$ cat src/rtl/fss_pkg.sv
// Shared types for the frame store sequencer.
// Assumes: nothing beyond IEEE 1800-2017.
package fss_pkg;
    typedef enum logic [2:0] {
        PH_CAL   = 3'd0,
        PH_IDLE  = 3'd1,
        PH_WRITE = 3'd2,
        PH_KICK  = 3'd3,
        PH_WBUSY = 3'd4,
        PH_READ  = 3'd5,
        PH_WDONE = 3'd6
    } phase_e;
endpackage

$ cat src/rtl/fss_phase_fsm.sv
// Phase sequencer: calibration wait, frame wait, write, encoder kick,
// busy wait, read, done wait. Window and start outputs are registered
// from the next phase. Also flags frame starts that must be skipped.
// Assumes: strobes are synchronous single-cycle or level signals on clk.
module fss_phase_fsm
    import fss_pkg::*;
(
    input  logic clk,
    input  logic rst_n,
    input  logic mem_ready,
    input  logic frame_start,
    input  logic frame_end,
    input  logic enc_busy,
    input  logic enc_done,
    input  logic rd_complete,
    output logic wr_window,
    output logic rd_window,
    output logic enc_start,
    output logic frame_missed
);
    phase_e phase_q, phase_d;

    // Next-phase selection.
    always_comb begin
        phase_d = phase_q;
        unique case (phase_q)
            PH_CAL:   if (mem_ready)   phase_d = PH_IDLE;
            PH_IDLE:  if (frame_start) phase_d = PH_WRITE;
            PH_WRITE: if (frame_end)   phase_d = PH_KICK;
            PH_KICK:                   phase_d = PH_WBUSY;
            PH_WBUSY: if (enc_busy)    phase_d = PH_READ;
            PH_READ:  if (rd_complete) phase_d = PH_WDONE;
            PH_WDONE: if (enc_done)    phase_d = PH_IDLE;
            default:                   phase_d = PH_CAL;
        endcase
    end

    // Flag a start that arrives when no new frame can be taken.
    always_comb begin
        frame_missed = frame_start && (phase_q != PH_IDLE) && (phase_q != PH_CAL);
    end

    // Phase register and registered output decode.
    always_ff @(posedge clk) begin
        if (!rst_n) begin
            phase_q   <= PH_CAL;
            wr_window <= 1'b0;
            rd_window <= 1'b0;
            enc_start <= 1'b0;
        end else begin
            phase_q   <= phase_d;
            wr_window <= (phase_d == PH_WRITE);
            rd_window <= (phase_d == PH_READ);
            enc_start <= (phase_d == PH_KICK);
        end
    end

    a_r2_cal_hold: assert property (@(posedge clk) disable iff (!rst_n)
        (phase_q == PH_CAL && !mem_ready) |=> (phase_q == PH_CAL && !wr_window));
    a_r4_start_pulse: assert property (@(posedge clk) disable iff (!rst_n)
        enc_start |=> !enc_start);
    a_r4_write_hold: assert property (@(posedge clk) disable iff (!rst_n)
        (wr_window && !frame_end) |=> wr_window);
    a_r6_read_hold: assert property (@(posedge clk) disable iff (!rst_n)
        (rd_window && !rd_complete) |=> rd_window);
    a_r7_exclusive: assert property (@(posedge clk) disable iff (!rst_n)
        !(wr_window && rd_window));
endmodule

$ cat src/rtl/fss_drop_counter.sv
// Saturating counter of skipped frames with a synchronous clear.
// Assumes: clear has priority over increment.
module fss_drop_counter #(
    parameter int CNT_W = 8
) (
    input  logic             clk,
    input  logic             rst_n,
    input  logic             inc,
    input  logic             clr,
    output logic [CNT_W-1:0] count
);
    localparam logic [CNT_W-1:0] CNT_MAX = {CNT_W{1'b1}};

    // Count, clear and hold at the ceiling.
    always_ff @(posedge clk) begin
        if (!rst_n)                          count <= '0;
        else if (clr)                        count <= '0;
        else if (inc && count != CNT_MAX)    count <= count + 1'b1;
    end

    a_r9_saturate: assert property (@(posedge clk) disable iff (!rst_n)
        (count == CNT_MAX && !clr) |=> (count == CNT_MAX));
    a_r10_clear: assert property (@(posedge clk) disable iff (!rst_n)
        clr |=> (count == '0));
endmodule

$ cat src/rtl/frame_store_seq.sv
// Top of the frame store sequencer: serialises write and read access to
// one frame memory around an encoder and counts skipped frames.
// Assumes: memory engines and encoder are external and synchronous to clk.
module frame_store_seq #(
    parameter int DROP_W = 8
) (
    input  logic              clk,
    input  logic              rst_n,
    input  logic              mem_ready,
    input  logic              frame_start,
    input  logic              frame_end,
    input  logic              enc_busy,
    input  logic              enc_done,
    input  logic              rd_complete,
    input  logic              drop_clear,
    output logic              wr_window,
    output logic              rd_window,
    output logic              enc_start,
    output logic [DROP_W-1:0] drop_count
);
    logic missed;

    fss_phase_fsm u_fsm (
        .clk          (clk),
        .rst_n        (rst_n),
        .mem_ready    (mem_ready),
        .frame_start  (frame_start),
        .frame_end    (frame_end),
        .enc_busy     (enc_busy),
        .enc_done     (enc_done),
        .rd_complete  (rd_complete),
        .wr_window    (wr_window),
        .rd_window    (rd_window),
        .enc_start    (enc_start),
        .frame_missed (missed)
    );

    fss_drop_counter #(.CNT_W(DROP_W)) u_drop (
        .clk   (clk),
        .rst_n (rst_n),
        .inc   (missed),
        .clr   (drop_clear),
        .count (drop_count)
    );
endmodule

$ cat config.mk
export PLATFORM = sky130hd
export DESIGN_NAME = frame_store_seq
export DESIGN_NICKNAME = d
export VERILOG_FILES = /design/src/rtl/fss_pkg.sv /design/src/rtl/fss_phase_fsm.sv /design/src/rtl/fss_drop_counter.sv /design/src/rtl/frame_store_seq.sv
export SDC_FILE = /design/constraint.sdc
export NUM_CORES = 1
export LEC_CHECK = 0
export BUFFER_PORTS_ARGS = -buffer_cell sky130_fd_sc_hd__clkbuf_2
export CORE_MARGIN = 3
export CORE_UTILIZATION = 53
export DETAILED_ROUTE_END_ITERATION = 10
export GPL_TIMING_DRIVEN = 1
export PLACE_DENSITY = 0.81
export SYNTH_ARGS = -nofsm -noshare
export SYNTH_HDL_FRONTEND = slang
export SYNTH_SLANG_ARGS = --single-unit
$ cat constraint.sdc
create_clock -name clk -period 2.5 [get_ports clk]
set_clock_uncertainty 0.2 [all_clocks]
set_input_delay 0.25 -clock clk [delete_from_list [all_inputs] [get_ports clk]]
set_output_delay 0.25 -clock clk [all_outputs]
set_load 0.02 [all_outputs]
==> results of run 1 <==
## power breakdown
part | total (W) | switching, W | internal, W
clock | 0.000159 | 0.0000703 | 0.0000887
sequential | 0.000238 | 0.0000100 | 0.000228
combinational | 0.0000453 | 0.0000234 | 0.0000219
## cell usage in the layout, fill, tap and decap left out, types with 2 or more instances in the layout
cell type,count
mux2i_1,2
nor2_1,12
or3_1,2
nand2_1,5
xor2_1,5
and3_1,2
nand4_1,2
a21oi_1,6
clkbuf_2,19
clkbuf_4,3
dfxtp_1,14
nand2b_1,3
nor2b_1,4
o21ai_0,5
nand3_1,5
## area by class of cell
type,instances,area (um2),share of cell area
multi-input combinational,66,415,0.492
sequential,14,280,0.332
tap,14,17.5,0.0207
clock buffer,4,36.3,0.0430
timing repair buffer,19,95.1,0.113
## critical path, delay by kind of cell (launching register included)
| kind | cells | cell delay, ps |
|---|---|---|
| flip-flops | 1 | 550 |
| AO/OA/AOI/OAI | 3 | 510 |
| AND/OR/NAND/NOR | 1 | 360 |
## worst paths after layout
| kind | slack [ps] | end | from | depth (start not counted) |
|---|---|---|---|---|
| max | 820 | u_drop.count[5] | u_fsm.phase_q[2] | 4 |
| min | 60 | u_fsm.phase_q[0] | rst_n | 3 |
| max reg2reg | 820 | u_drop.count[5] | u_fsm.phase_q[2] | 4 |
| min reg2reg | 320 | u_drop.count[7] | u_drop.count[7] | 2 |
## sequential cells by signal, summed over array words and instances (netlist names)
register         flops
u_fsm.phase_q        3
u_fsm.wr_window      1
u_fsm.enc_start      1
u_fsm.rd_window      1
u_drop.count         8
## routing by layer
layer | global-route usage | part of all wire | vias to the layer above
met5 | 0 | 0 | -
met4 | 0.0373 | 0.0059 | 0
met2 | 0.278 | 0.46 | 12
li1 | - | - | 334
met3 | 0.0763 | 0.054 | 2
met1 | 0.227 | 0.48 | 282
## logic make-up (layout without fill, tap and decap cells)
kind of cell | Yosys count | after routing
flip-flops | 14 | 14
multiplexers | 3 | 3
adder cells (fa/ha/maj) | 1 | 1
AND/OR/NAND/NOR | 41 | 41
XOR/XNOR | 5 | 5
AO/OA/AOI/OAI | 16 | 16
buffers and inverters | 4 | 23
## stage by stage
step	cells	instance area [um2]	hold WS [ps]	util	worst slack [ps]
finish	117	845	59.1	0.712	819
global route	117	845	50.0	0.712	671
CTS	117	845	46.0	0.712	812
detailed placement	113	808	319	0.681	831
global placement	113	808	310	0.681	905
floorplan	84	714	178	-	845
==> summary.txt, run 1 <==
Run status
  – Status: finished clean

Clock tree
  – Clock slew at reported path FFs: about 80 ps
  – Max clock buf depth: 2
  – CTS hold repair buffers: 0
  – Num CTS Buffers: 3
  – CTS H-tree depth: 1
  – CTS tree: done
  – Clock Latency Late Sink: roughly 280 ps
  – Total clock sinks: 14
  – CTS root buffer: clkbuf_4
  – CTS resizes: 0
  – Post-CTS Setup Inserts: 0

Setup path
  – Crit-path cells: o21a_2 > o211ai_4 > or3_1 > a21oi_1
  – Critical Path RT: 2510 ps
  – Crit Path Class: flop to flop
  – Startpoint Class: flop
  – Max incr delay on CP: 550 ps
  – WP data arrival: 1690 ps
  – Critical path's slowest cell: dfxtp_1
  – Crit Path Max Fanout: 12
  – CP endpoint kind: flop

Synth
  – EDFF count, synth: 0
  – Simple-gate share of the synthesized area: 0.310
  – Post-Synth Adder-Cell Area: 0.0175
  – Mapped Cells: 84
  – Largest family of logic cells by synthesized area: simple AND/OR/NAND/NOR gates
  – Async set-reset flop share out of synthesis: 0
  – Mapped Area: just over 700 um2
  – Count leader, synth: dfxtp_1
  – Yosys top cell by area: dfxtp_1
  – Syn nets: 94
  – Synth top cells by count: dfxtp_1 (14), nor2_1 (12), a21oi_1 (6)
  – Largest cells by area after synthesis: dfxtp_1 (39%), nor2_1 (6.3%), xor2_1 (6.1%)
  – Xor/xnor share of the synthesized area: 0.0613
  – Top_reg_cell synth: dfxtp_1
  – Avg Inst Size Synth: 8.51 um2
  – Register area share after synthesis: 0.392
  – Mux share of post-synthesis cell area: 0.0438
  – #FFs+latches synth: 14
  – Synth top area share: 0.392
  – Synth warn: 0
  – Library cells used by synthesis: 28
  – Post-synthesis compound-gate area fraction: 0.149

Global route
  – First-pass GRT wire length: 2.49 mm
  – GRT overflow: 0
  – GRT Util Overall: 0.178
  – Antenna violations before repair: 0
  – Largest net degree at the start of global routing: 13
  – Vias in the first global route: 582

Placement
  – Routability-driven placement congestion ratio: 0.774
  – IO Port Bufs: 19
  – Post-DP HPWL: about 1.1 mm

STA
  – RSZ-0062 raised after global routing: no
  – Post-route setup TNS: 0 ps
  – Setup violations, final: 0
  – Least-Margin Pin Slew: roughly 380 ps
  – Final Hold Vio Count: 0
  – Slew headroom: 0.748
  – Slew Viols, Final: 0
  – Tcrit/Tclk final: 0.672
  – Maximum clock rate: 0.595 GHz
  – Crit path time final: approximately 1700 ps

Floorplan
  – IO Pins: 20
  – Die area: 0.00182 mm2
  – Initial core utilization: 0.602
  – Core ar.: 0.00119 mm2
  – Die width: 42.7 um
  – Die H: 42.7 um
  – Rows: 12

Final layout
  – Fill count: 102
  – Share of cells above drive strength 1: 0.272
  – # nets final: between 100 and 150
  – Layout area overhead: 18.2%
  – Antenna diodes: 0

Power
  – Lkg Pwr: 0.355 nW
  – PwrDens: 524 mW/mm2
  – Worst vdd ir: about 450 uV
  – Design Power: 0.000443 W

Routing
  – Final ANT Viol Nets: 0
  – DRT iter0 DRCs: 11
  – Total number of vias: 630
  – Routed Wire Length: 1.36 mm
  – Vias per cell: about 5.4
  – Router iterations before antenna repair: 5
  – Drt drc: 0
  – Avg WL per Cell: 11.6 um

Min path
  – Hold/Removal Path Class: input pin to flop

Job
  – Max-Cap Viols: 0
Note: power is estimated with default switching activity, not from simulation.
==> inputs of run 2 (changes only) <==
- CORE_UTILIZATION: 53 -> 49
- PLACE_DENSITY: 0.81 -> 0.76
- clock period: 2.5 -> 1.7 ns (I/O delays scaled with it)
==> summary.txt, run 2 (synthesized netlist as in run 1, its figures left out) <==
Setup path
  – WP data arrival: 1610 ps (-80 ps)
  – Buffers and inverters on the worst path: 0 (unchanged)
  – CP endpoint kind: flop
  – Crit-path cells: ha_1 > nand3_2 > o211ai_4 > or3_1 > a21oi_1
  – Max incr delay on CP: 350 ps (-200 ps)
  – Startpoint Class: flop
  – Crit Path Max Fanout: 5 (-7)
  – Crit Path Class: flop to flop
  – Critical path's slowest cell: dfxtp_1
  – Critical Path RT: 1710 ps (-800 ps)
  – Top delay family on crit path: simple AND/OR/NAND/NOR gates

Floorplan
  – IO Pins: 20 (unchanged)
  – Initial core utilization: 0.536 (-0.0667)
  – Core ar.: 0.00133 mm2 (+12%)
  – Die width: 44.2 um (+3.4%)
  – Die area: 0.00195 mm2 (+7.0%)
  – Rows: 13 (+1)
  – Die H: 44.2 um (+3.4%)

Placement
  – Routability-driven placement congestion ratio: 0.811 (+4.7%)
  – Post-DP HPWL: 1.08 mm (+1.0%)
  – IO Port Bufs: 19 (unchanged)

STA
  – Least-Margin Pin Slew: 336 ps (-41.9 ps)
  – Slew headroom: 0.776 (+0.0280)
  – Slew Viols, Final: 0 (unchanged)
  – Setup violations, final: 0 (unchanged)
  – Crit path time final: 1600 ps (-76.6 ps)
  – Maximum clock rate: 0.623 GHz (+4.8%)
  – RSZ-0062 raised after global routing: no
  – Tcrit/Tclk final: 0.944 (+0.271)
  – Final Hold Vio Count: 0 (unchanged)
  – Post-route setup TNS: 0 ps (unchanged)

Routing
  – Avg WL per Cell: 11.6 um (+0.14%)
  – Routed Wire Length: 1.42 mm (+4.4%)
  – Vias per cell: 5.24 (-2.7%)
  – Router iterations before antenna repair: 4 (-1)
  – Drt drc: 0 (unchanged)
  – DRT iter0 DRCs: 7 (-4)
  – Final ANT Viol Nets: 0 (unchanged)
  – Total number of vias: 639 (+1.4%)

Power
  – Worst vdd ir: 448 uV (+0.59%)
  – Lkg Pwr: 0.376 nW (+5.9%)
  – PwrDens: 741 mW/mm2 (+41%)

Global route
  – First-pass GRT wire length: 2.37 mm (-4.7%)
  – GRT Util Overall: 0.161 (-0.0172)
  – Vias in the first global route: 569 (-2.2%)
  – Largest net degree at the start of global routing: 12 (-1)
  – Antenna violations before repair: 0 (unchanged)
  – GRT overflow: 0 (unchanged)

Run status
  – Status: finished clean

Final layout
  – Most frequent cells in the layout: clkbuf_2 (19), dfxtp_1 (14), nor2_1 (12)
  – Most common cell after layout, fill and taps aside: clkbuf_2
  – Top Registers: u_drop.count x8, u_fsm.phase_q x3
  – Biggest register: u_drop.count
  – Max reg flops: 8 (unchanged)
  – Antenna diodes: 0 (unchanged)
  – # nets final: 118 (+3.5%)
  – Fin util: 0.665 (-0.0469)
  – Share of cells above drive strength 1: 0.308 (+0.0366)
  – Layout area overhead: 24.2%

Clock tree
  – CTS root buffer: clkbuf_4
  – Max clock buf depth: 2 (unchanged)
  – Total clock sinks: 14 (unchanged)
  – Post-CTS Setup Inserts: 0 (unchanged)
  – Clock slew at reported path FFs: 90 ps (about the same)
  – Num CTS Buffers: 3 (unchanged)
  – CTS H-tree depth: 1 (unchanged)
  – Clock Latency Late Sink: 280 ps (about the same)
  – CTS tree: done

Min path
  – Hold/Removal Path Class: input pin to flop

Job
  – Max-Cap Viols: 0 (unchanged)
## run 2: cell types whose count changed in the layout (fill, tap and decap cells not counted)
cell	previous run	this run
buf_4	0	3
o21ai_2	0	1
nand3_2	0	1
o21ai_1	1	0
dlygate4sd3_1	0	1
nand3_1	5	4
## run 2: area by class of cell
type | count | area (um2)
clock buffers | 4 | 36.3
fillers | 117 | 447
multi-input cells | 66 | 424
flip-flops and latches | 14 | 280
well taps | 15 | 18.8
repair buffers | 23 | 128
## run 2: path summary, 6_finish.rpt
check	start	endpoint	slack, ps	depth (start not counted)
worst min-delay path	rd_complete	u_fsm.rd_window	70	4
worst min register to register	u_drop.count[7]	u_drop.count[7]	330	2
worst max-delay path	u_drop.count[0]	u_drop.count[5]	100	5
worst max register to register	u_drop.count[0]	u_drop.count[5]	100	5
## run 2: per-stage QoR
step	instances	area (um2)	hold WS, ps	total power (W)	setup slack [ps]
after floorplan	84	714	98.2	0.000404	44.7
after global routing	122	887	85.0	0.000687	5.04
after CTS	122	878	60.6	0.000665	63.1
after detailed placement	117	832	255	0.000428	85.7
final	122	887	72.1	0.000657	95.7
after global placement	117	832	249	0.000428	144
## run 2: worst register-to-register path, cell delays in order (launching register included)
cell,delay [ps]
dfxtp_1,350
ha_1,240
nand3_2,130
o211ai_4,110
or3_1,350
a21oi_1,150
## run 2: timing repair
action	CTS	global route
gates resized for setup	0	2
endpoints found under the hold margin	5	0
endpoints found under the setup margin	0	5
hold buffers	1	0
## run 2: power breakdown
group	internal, W	total (W)	switching [W]	leakage, nW
clock	0.000130	0.000234	0.000104	0.0210
combinational	0.0000367	0.0000764	0.0000397	0.242
sequential	0.000336	0.000347	0.0000110	0.113
total	0.000503	0.000657	0.000154	0.376
## run 2: routing by layer
metal	GRT usage	vias to the layer above	share of wire
met5	0	-	0
met4	0.0723	0	0.012
met3	0.0325	2	0.050
met2	0.253	16	0.47
met1	0.211	282	0.46
li1	-	339	-
